`config.mk`:
```
export PLATFORM = sky130hd
export DESIGN_NAME = dac_serial_loader
export DESIGN_NICKNAME = d
export VERILOG_FILES = /design/src/rtl/dacser_pkg.sv /design/src/rtl/dacser_sync.sv /design/src/rtl/dacser_frame.sv /design/src/rtl/dacser_clrsync.sv /design/src/rtl/dacser_latch.sv /design/src/rtl/dac_serial_loader.sv
export SDC_FILE = /design/constraint.sdc
export NUM_CORES = 1
export LEC_CHECK = 0
export BUFFER_PORTS_ARGS = -buffer_cell sky130_fd_sc_hd__clkbuf_2
export CORE_MARGIN = 1.5
export CORE_UTILIZATION = 60
export CTS_BUF_LIST = sky130_fd_sc_hd__clkbuf_8
export DETAILED_ROUTE_END_ITERATION = 16
export PLACE_DENSITY_LB_ADDON = 0.12
export SETUP_SLACK_MARGIN = 0.2
export SYNTH_ARGS = -nofsm -noshare
export SYNTH_HDL_FRONTEND = slang
export SYNTH_SLANG_ARGS = --single-unit
```
`constraint.sdc`:
```
create_clock -name clk -period 1.1 [get_ports clk]
set_input_delay 0.055 -clock clk [delete_from_list [all_inputs] [get_ports clk]]
set_output_delay 0.055 -clock clk [all_outputs]
set_load 0.005 [all_outputs]
```
`src/rtl/dacser_pkg.sv`:
```
package dacser_pkg;

  // Preset code for the latch: midscale when bipolar, zero otherwise.
  function automatic int unsigned preset_value(input bit bipolar, input int unsigned width);
    return bipolar ? (32'd1 << (width - 1)) : 32'd0;
  endfunction

  // A frame is complete only when the counted edges match the frame length.
  function automatic bit frame_complete(input int unsigned counted, input int unsigned frame_len);
    return counted == frame_len;
  endfunction

  // Any set sub-bit is reported.
  function automatic bit sub_nonzero(input logic [7:0] subs);
    return subs != 8'd0;
  endfunction

endpackage

```
`src/rtl/dacser_sync.sv`:
```
module dacser_sync #(
  parameter int unsigned WIDTH   = 1,
  parameter int unsigned STAGES  = 2,
  parameter logic [WIDTH-1:0] IDLE = '0
) (
  input  logic             clk,
  input  logic             rst_n,
  input  logic [WIDTH-1:0] d,
  output logic [WIDTH-1:0] q
);
  logic [WIDTH-1:0] stg [STAGES];

  always_ff @(posedge clk or negedge rst_n) begin
    if (!rst_n) begin
      for (int i = 0; i < STAGES; i++) stg[i] <= IDLE;
    end else begin
      stg[0] <= d;
      for (int i = 1; i < STAGES; i++) stg[i] <= stg[i-1];
    end
  end

  assign q = stg[STAGES-1];
endmodule

```
`src/rtl/dacser_frame.sv`:
```
module dacser_frame
  import dacser_pkg::*;
#(
  parameter int unsigned DATA_W = 14,
  parameter int unsigned SUB_W  = 2
) (
  input  logic              clk,
  input  logic              rst_n,
  input  logic              sck_s,
  input  logic              sel_s,
  input  logic              sdi_s,
  output logic              frame_ok,
  output logic              frame_bad,
  output logic [DATA_W-1:0] word_data,
  output logic [SUB_W-1:0]  word_sub
);
  localparam int unsigned FB      = DATA_W + SUB_W;
  localparam int unsigned CW      = $clog2(FB + 2);
  localparam logic [CW-1:0] CNT_SAT = CW'(FB + 1);

  logic          p_sck, p_sel;
  logic [CW-1:0] cnt;
  logic [FB-1:0] sr;
  logic          sel_fall, sel_rise, sck_rise;

  assign sel_fall = p_sel & ~sel_s;
  assign sel_rise = ~p_sel & sel_s;
  assign sck_rise = sck_s & ~p_sck;

  always_ff @(posedge clk or negedge rst_n) begin
    if (!rst_n) begin
      p_sck <= 1'b0;
      p_sel <= 1'b1;
      cnt   <= '0;
      sr    <= '0;
    end else begin
      p_sck <= sck_s;
      p_sel <= sel_s;
      if (sel_fall) begin
        cnt <= '0;
        sr  <= '0;
      end else if (!sel_s && sck_rise) begin
        sr <= {sr[FB-2:0], sdi_s};
        if (cnt != CNT_SAT) cnt <= cnt + 1'b1;
      end
    end
  end

  assign frame_ok  = sel_rise && frame_complete(32'(cnt), FB);
  assign frame_bad = sel_rise && !frame_complete(32'(cnt), FB);
  assign word_data = sr[FB-1:SUB_W];
  assign word_sub  = sr[SUB_W-1:0];
endmodule

```
`src/rtl/dacser_clrsync.sv`:
```
module dacser_clrsync #(
  parameter int unsigned STAGES = 2
) (
  input  logic clk,
  input  logic rst_n,
  input  logic clr_n,
  output logic latch_rst_n
);
  logic       any_n;
  logic [STAGES-1:0] chain;

  assign any_n = rst_n & clr_n;

  always_ff @(posedge clk or negedge any_n) begin
    if (!any_n) chain <= '0;
    else        chain <= {chain[STAGES-2:0], 1'b1};
  end

  assign latch_rst_n = chain[STAGES-1];
endmodule

```
`src/rtl/dacser_latch.sv`:
```
module dacser_latch
  import dacser_pkg::*;
#(
  parameter int unsigned DATA_W  = 14,
  parameter int unsigned SUB_W   = 2,
  parameter bit          BIPOLAR = 1'b0
) (
  input  logic              clk,
  input  logic              rst_n,
  input  logic              latch_rst_n,
  input  logic              load,
  input  logic              bad,
  input  logic [DATA_W-1:0] data,
  input  logic [SUB_W-1:0]  sub,
  output logic [DATA_W-1:0] code,
  output logic              load_pulse,
  output logic              err_pulse,
  output logic              sub_flag
);
  localparam logic [DATA_W-1:0] PRESET = DATA_W'(preset_value(BIPOLAR, DATA_W));

  logic load_eff;
  assign load_eff = load & latch_rst_n;

  always_ff @(posedge clk or negedge latch_rst_n) begin
    if (!latch_rst_n)  code <= PRESET;
    else if (load)     code <= data;
  end

  always_ff @(posedge clk or negedge rst_n) begin
    if (!rst_n) begin
      load_pulse <= 1'b0;
      err_pulse  <= 1'b0;
      sub_flag   <= 1'b0;
    end else begin
      load_pulse <= load_eff;
      err_pulse  <= bad;
      if (load_eff) sub_flag <= sub_nonzero(8'(sub));
    end
  end
endmodule

```
`src/rtl/dac_serial_loader.sv`:
```
module dac_serial_loader #(
  parameter int unsigned DATA_W      = 14,
  parameter int unsigned SUB_W       = 2,
  parameter int unsigned SYNC_STAGES = 2,
  parameter bit          BIPOLAR     = 1'b0
) (
  input  logic              clk,
  input  logic              rst_n,
  input  logic              clr_n,
  input  logic              sel_n,
  input  logic              sck,
  input  logic              sdi,
  output logic [DATA_W-1:0] dac_code,
  output logic              load_pulse,
  output logic              frame_err,
  output logic              sub_flag
);
  // Synchronized serial lines: {sel, sck, sdi}; idle select is high.
  logic [2:0] raw_lines, sync_lines;
  logic       sel_s, sck_s, sdi_s;
  logic       frame_ok, frame_bad;
  logic       latch_rst_n;
  logic [DATA_W-1:0] word_data;
  logic [SUB_W-1:0]  word_sub;

  assign raw_lines = {sel_n, sck, sdi};

  dacser_sync #(.WIDTH(3), .STAGES(SYNC_STAGES), .IDLE(3'b100)) u_sync (
    .clk(clk), .rst_n(rst_n), .d(raw_lines), .q(sync_lines)
  );

  assign {sel_s, sck_s, sdi_s} = sync_lines;

  dacser_frame #(.DATA_W(DATA_W), .SUB_W(SUB_W)) u_frame (
    .clk(clk), .rst_n(rst_n), .sck_s(sck_s), .sel_s(sel_s), .sdi_s(sdi_s),
    .frame_ok(frame_ok), .frame_bad(frame_bad),
    .word_data(word_data), .word_sub(word_sub)
  );

  dacser_clrsync #(.STAGES(SYNC_STAGES)) u_clr (
    .clk(clk), .rst_n(rst_n), .clr_n(clr_n), .latch_rst_n(latch_rst_n)
  );

  dacser_latch #(.DATA_W(DATA_W), .SUB_W(SUB_W), .BIPOLAR(BIPOLAR)) u_latch (
    .clk(clk), .rst_n(rst_n), .latch_rst_n(latch_rst_n),
    .load(frame_ok), .bad(frame_bad), .data(word_data), .sub(word_sub),
    .code(dac_code), .load_pulse(load_pulse), .err_pulse(frame_err),
    .sub_flag(sub_flag)
  );
endmodule

```
== Word-level counts from Yosys, hierarchy flattened ==
Cells that the tools add are included.
Widths: inputs -> output; s select.
Word-level totals
  output and inout bits: 17
  input bits: 6
  word-level logic and storage cells: 36
  flip-flop bits (word level): 48
Cells by class
  multiplexer cells: 5
  bitwise gates (word level): 8
  add/sub/neg operators: 1
  reductions and logical operators: 9
  equal/unequal tests: 2
Operators by type and width (count)
  $mux 16: 2
  $mux 5: 3
  $reduce_bool 2->1: 3
  $add 5x1->5 const B: 1
  $and 1x1->1: 5
  $eq 5x5->1 const B: 1
  $ne 5x5->1 const B: 1
  $logic_and 1x1->1: 3
  $not 1->1: 3
  $logic_not 1->1: 2
  $reduce_and 2->1: 1

== Depth between registers and ports, before layout ==
  word-level depth: 5
  mapped depth: 7
  depth with buffers taken out: 6

== Hierarchy ==
From an unflattened synthesis, not the netlist that was laid out.
Second synthesis, totals
  cells, all modules: 160
  area, all modules: 1941.9 sq um
Modules (own cells, without submodules)
  dacser_frame: cells an instance 110, sequential area each 576.8 sq um, area an instance 1037.2 sq um, instances 1
  dacser_latch: cells an instance 37, sequential area each 425.4 sq um, area an instance 669.4 sq um, instances 1
  dacser_sync: cells an instance 9, sequential area each 152.6 sq um, area an instance 175.2 sq um, instances 1
  dacser_clrsync: cells an instance 4, sequential area each 50.0 sq um, area an instance 60.1 sq um, instances 1

== Worst setup path after synthesis ==
No wires, ideal clock.
  path type: flip-flop to flip-flop
  from: reg u_frame.cnt[0]
  to: reg u_latch.code[10]
  data arrival time: 1.607 ns
  path slack: -0.632 ns
  required time: 0.975 ns
  buffers on the path: 1
  cell stages (with the launch flop): 7
  period minus slack after synthesis: 1.732 ns
  library setup time: 0.125 ns
  cell sequence: dfrtp_1 > inv_1 > ha_1 > nand2_2 > nor4_4 > buf_8 > mux2_4
Between the ends
  longest elaborated chain between the ends: 2
RTL lines
  start, declared: line dacser_frame.sv:22  | logic [CW-1:0] cnt;
  start signal, assigned: line dacser_frame.sv:44  | if (cnt != CNT_SAT) cnt <= cnt + 1'b1;
  $eq 5x5->1: line dacser_pkg.sv:10  | return counted == frame_len;
  $logic_and 1x1->1: line dacser_frame.sv:49  | assign frame_ok = sel_rise && frame_complete(32'(cnt), FB);
  end signal, assigned: line dacser_latch.sv:27  | else if (load) code <= data;
  end, declared: line dacser_latch.sv:15  | output logic [DATA_W-1:0] code,
No other way between the ends.
A chain may end at the register's enable or synchronous reset.

== Worst setup path after layout ==
  from: reg u_sync.stg (netlist bit u_sync.q[2])
  to: reg u_latch.code[2]
Between the ends
  longest elaborated chain between the ends: 2
RTL lines
  start, declared: line dacser_sync.sv:11  | logic [WIDTH-1:0] stg [STAGES];
  $and 1x1->1: line dacser_frame.sv:27  | assign sel_rise = ~p_sel & sel_s;
  $logic_and 1x1->1: line dacser_frame.sv:49
No other way between the ends.

==> impl_metrics.json <==
{
  "power.sequential.fraction_pct": 51.2,
  "flow.area_growth_from_synthesis_pct": 35.5,
  "netlist_area_um2": 1840,
  "drt_first_iter_violations": 67,
  "switching_power_uw": 982,
  "die_area_um2": 3400,
  "clock_power_share_pct": 29.6,
  "cts-root-to-sink-buffers": 2,
  "routedWlPerCell_um": 18.5,
  "global_route.overflow_total": 0,
  "number_of_clock_buffers_inserted_by_tritoncts": 5,
  "synthesis.yosys.warnings": 0,
  "final_std_cells_w_o_fill": 210,
  "criticalPathCategory": "register to register",
  "final_critical_path_setup_slack_ns": -0.494,
  "post-route-period-util_pct": 145,
  "crit_path_max_incr_delay_ns": 0.56,
  "slew_viol_final": 0,
  "cp.required_ns": 1.29,
  "synthDistinctLibCells": 32,
  "most_used_dff_post_synth": "sky130_fd_sc_hd__dfrtp_1",
  "timing.fmax_ghz": 0.628,
  "drt_pre_antenna_iters": 4,
  "io_buffers": 22,
  "filler_cell_count": 119,
  "min_path_type": "input port to asynchronous set/reset pin",
  "worst_setup_path_start_kind": "register",
  "switching_share_pct": 26.5,
  "design.core.area_um2": 2830,
  "drive_above_1_share_pct": 53.6,
  "final_nets": 187,
  "period_minus_slack_ns": 1.59,
  "die_w_um": 58.3,
  "floorplan.io_pins": 23,
  "timing.critical_path.buf_inv": 2,
  "final_core_util_pct": 88.1,
  "grt_start_max_net_pins": 22,
  "synth-edff-count": 0,
  "crit_path_cell_trace": "nand2b_4, nor4_4, buf_4, buf_12, mux2_2",
  "placement_row_count": 19,
  "total_leakage_power_uw": 0.00122,
  "post_drt_via_cell_ratio": 5.83,
  "max_cap_violations": 0,
  "cts_max_level": 2,
  "hold_viol": 0,
  "final_antenna_net_count": 0,
  "synth_cells": 121,
  "timing.critical_path.arrival_ns": 1.78,
  "relSlewSlack_pct": 64.8,
  "rsz_0062_raised_after_global_routing": "yes",
  "ys_ff_latch": 48,
  "final.setup_skew_ns": 0.00855,
  "detailed_route_drc_error_count": 0,
  "clock_tree.root_cell": "sky130_fd_sc_hd__clkbuf_8",
  "outcome": "finished with violations",
  "grt_pass1_vias": 1279,
  "route.vias.total": 1225,
  "dp_cells": 190,
  "power_per_standard_cell_area_nw_per_um2": 1480,
  "p_comb_share_pct": 19.2,
  "mappedNetlistNets": 130,
  "clkTransAtPathRegs_ns": 0.08,
  "worst_ir_drop_vdd_mv": 1.44,
  "antenna-diode-count": 0,
  "timing_worst_slew_pin_value_ns": 0.528,
  "async_flop_share_pct": 100,
  "grt_pass1_wl_mm": 6.09,
  "place.gp.congestion": 0.814,
  "die_h_um": 58.3,
  "tritoncts": "yes",
  "place_hpwl_mm": 2.31,
  "power_report.internal_total_uw": 2720,
  "endpoint_kind": "register",
  "drt-total-wl_mm": 3.89,
  "clk_latency_ns": 0.30,
  "violations": "negative setup slack",
  "grtUsageTotal_pct": 24.7,
  "timing.critical_path.slowest_stage_cell": "sky130_fd_sc_hd__dfstp_2",
  "path_max_fanout": 8,
  "path_delay_family": "flip-flops",
  "finalSetupViolations": 37,
  "yosysSeqAreaShare_pct": 65.6,
  "syn_area_per_cell_um2": 15.2,
  "clk_sinks": 48,
  "initial_antenna_violation_count": 0,
  "initial_utilization_pct": 65.0
}
## path summary, 6_finish.rpt
path / from / endpoint / slack, ns / depth (start not counted)
worst max-delay path: u_sync.q[2] / u_latch.code[2] / -0.49 / 5
worst min-delay path: clr_n / u_clr.chain[0] / 0.19 / 3
worst max register to register: u_sync.q[2] / u_latch.code[2] / -0.49 / 5
worst min register to register: u_clr.chain[1] / u_latch.code[11] / 0.25 / 1
max in group asynchronous: rst_n / u_sync.q[0] / 0.36 / 3
min in group clk: u_sync.stg[3] / u_sync.q[0] / 0.35 / 0
## area by class of cell
type                            count  area, um^2  area share (%)
Sequential cell                    48        1200            48.4
Multi-Input combinational cell     66         712            28.6
Timing Repair Buffer               54         428            17.2
Clock buffer                        6        82.6            3.31
Tap cell                           31        38.8            1.56
Clock inverter                      2        13.8           0.552
Inverter                            3        11.3           0.452
## power by group through the flow
stage | clock network, uW | logic [uW] | registers (uW)
after floorplan | 0 | 212 | 1950
after global placement | 0 | 454 | 1920
after detailed placement | 0 | 482 | 1920
after CTS | 1100 | 615 | 1900
after global routing | 1180 | 755 | 1900
final | 1090 | 710 | 1890
## per-layer routing
layer | vias up | track usage (%) | share of wire, %
li1 | 552 | - | -
met1 | 614 | 33.3 | 44
met2 | 51 | 38.4 | 50
met3 | 8 | 6.37 | 5.2
met4 | 0 | 10.6 | 1.2
met5 | - | 0 | 0
## layout by cell type, fill, tap and decap left out, drive strengths merged, types with 2 or more instances in the layout
cell type    instances
dlygate4sd3          5
nand2                2
inv                  4
o21ai                2
a22o                16
buf                 26
dfrtp               45
nor2                 3
mux2                14
dfstp                3
ha                   3
a21oi                3
clkbuf              29
nand2b               3
nand3                5
and2                 2
a32o                 2
## worst reg2reg max path: cells and delay by family (launching register included)
family                 cells  cell delay [ns]
flip-flops                 1             0.56
multiplexers               1             0.33
buffers and inverters      2             0.31
AND/OR/NAND/NOR            2             0.27
## cell usage after synthesis (2+ instances only)
cell                        n  area (um^2)
sky130_fd_sc_hd__a32o_1     2         20.0
sky130_fd_sc_hd__mux2_4     9          135
sky130_fd_sc_hd__dfrtp_1   45         1130
sky130_fd_sc_hd__clkbuf_1   2         7.51
sky130_fd_sc_hd__o21ai_0    2         10.0
sky130_fd_sc_hd__a22o_1    16          140
sky130_fd_sc_hd__nor2_1     3         11.3
sky130_fd_sc_hd__nand2b_1   3         18.8
sky130_fd_sc_hd__a21oi_1    2         10.0
sky130_fd_sc_hd__mux2_2     5         56.3
sky130_fd_sc_hd__inv_1      3         11.3
sky130_fd_sc_hd__ha_1       3         37.5
sky130_fd_sc_hd__dfstp_2    3         78.8
sky130_fd_sc_hd__nand3_1    5         25.0
## sequential cells by signal (all words and copies together), names as in the netlist
signal	flops
u_latch.err_pulse	1
u_frame.cnt	5
u_frame.p_sck	1
u_sync.stg	3
u_sync.q	3
u_latch.sub_flag	1
u_frame.p_sel	1
u_latch.load_pulse	1
u_latch.code	14
u_frame.sr	16
u_clr.chain	2
## repair_timing
action                                  4_1_cts  5_1_grt
pin swaps                                     4        4
buffers inserted                              1        3
gates resized for setup                      22        9
endpoints found under the setup margin       38       38
hold buffers                                  5        0
hold endpoints to repair                     19        0
cloned                                        2        1
## cells by family (layout without fill, tap and decap cells)
logic type	Yosys count	count (layout)	synth area share, %
flops	48	48	65.6
compound gates	27	27	12.0
simple gates	20	20	7.22
mux	14	14	10.4
buf+inv	7	65	2.11
fa+ha+maj	3	3	2.04
other cells	1	1	0.204
xor+xnor	1	1	0.477
## through the flow
| step | total power, uW | setup TNS [ns] | hold slack (ns) | instance area (um^2) | worst slack (ns) |
|---|---|---|---|---|---|
| 2_1_floorplan | 2160 | -11.15 | -0.241 | 1860 | -0.557 |
| 3_3_place_gp | 2370 | -9.90 | -0.0599 | 2140 | -0.420 |
| 3_5_place_dp | 2400 | -11.27 | -0.0438 | 2140 | -0.472 |
| 4_1_cts | 3610 | -10.75 | 0.177 | 2400 | -0.478 |
| 5_1_grt | 3830 | -13.80 | 0.205 | 2490 | -0.518 |
| 6_report | 3700 | -12.83 | 0.186 | 2490 | -0.494 |
Note: power is estimated with default switching activity, not from simulation.
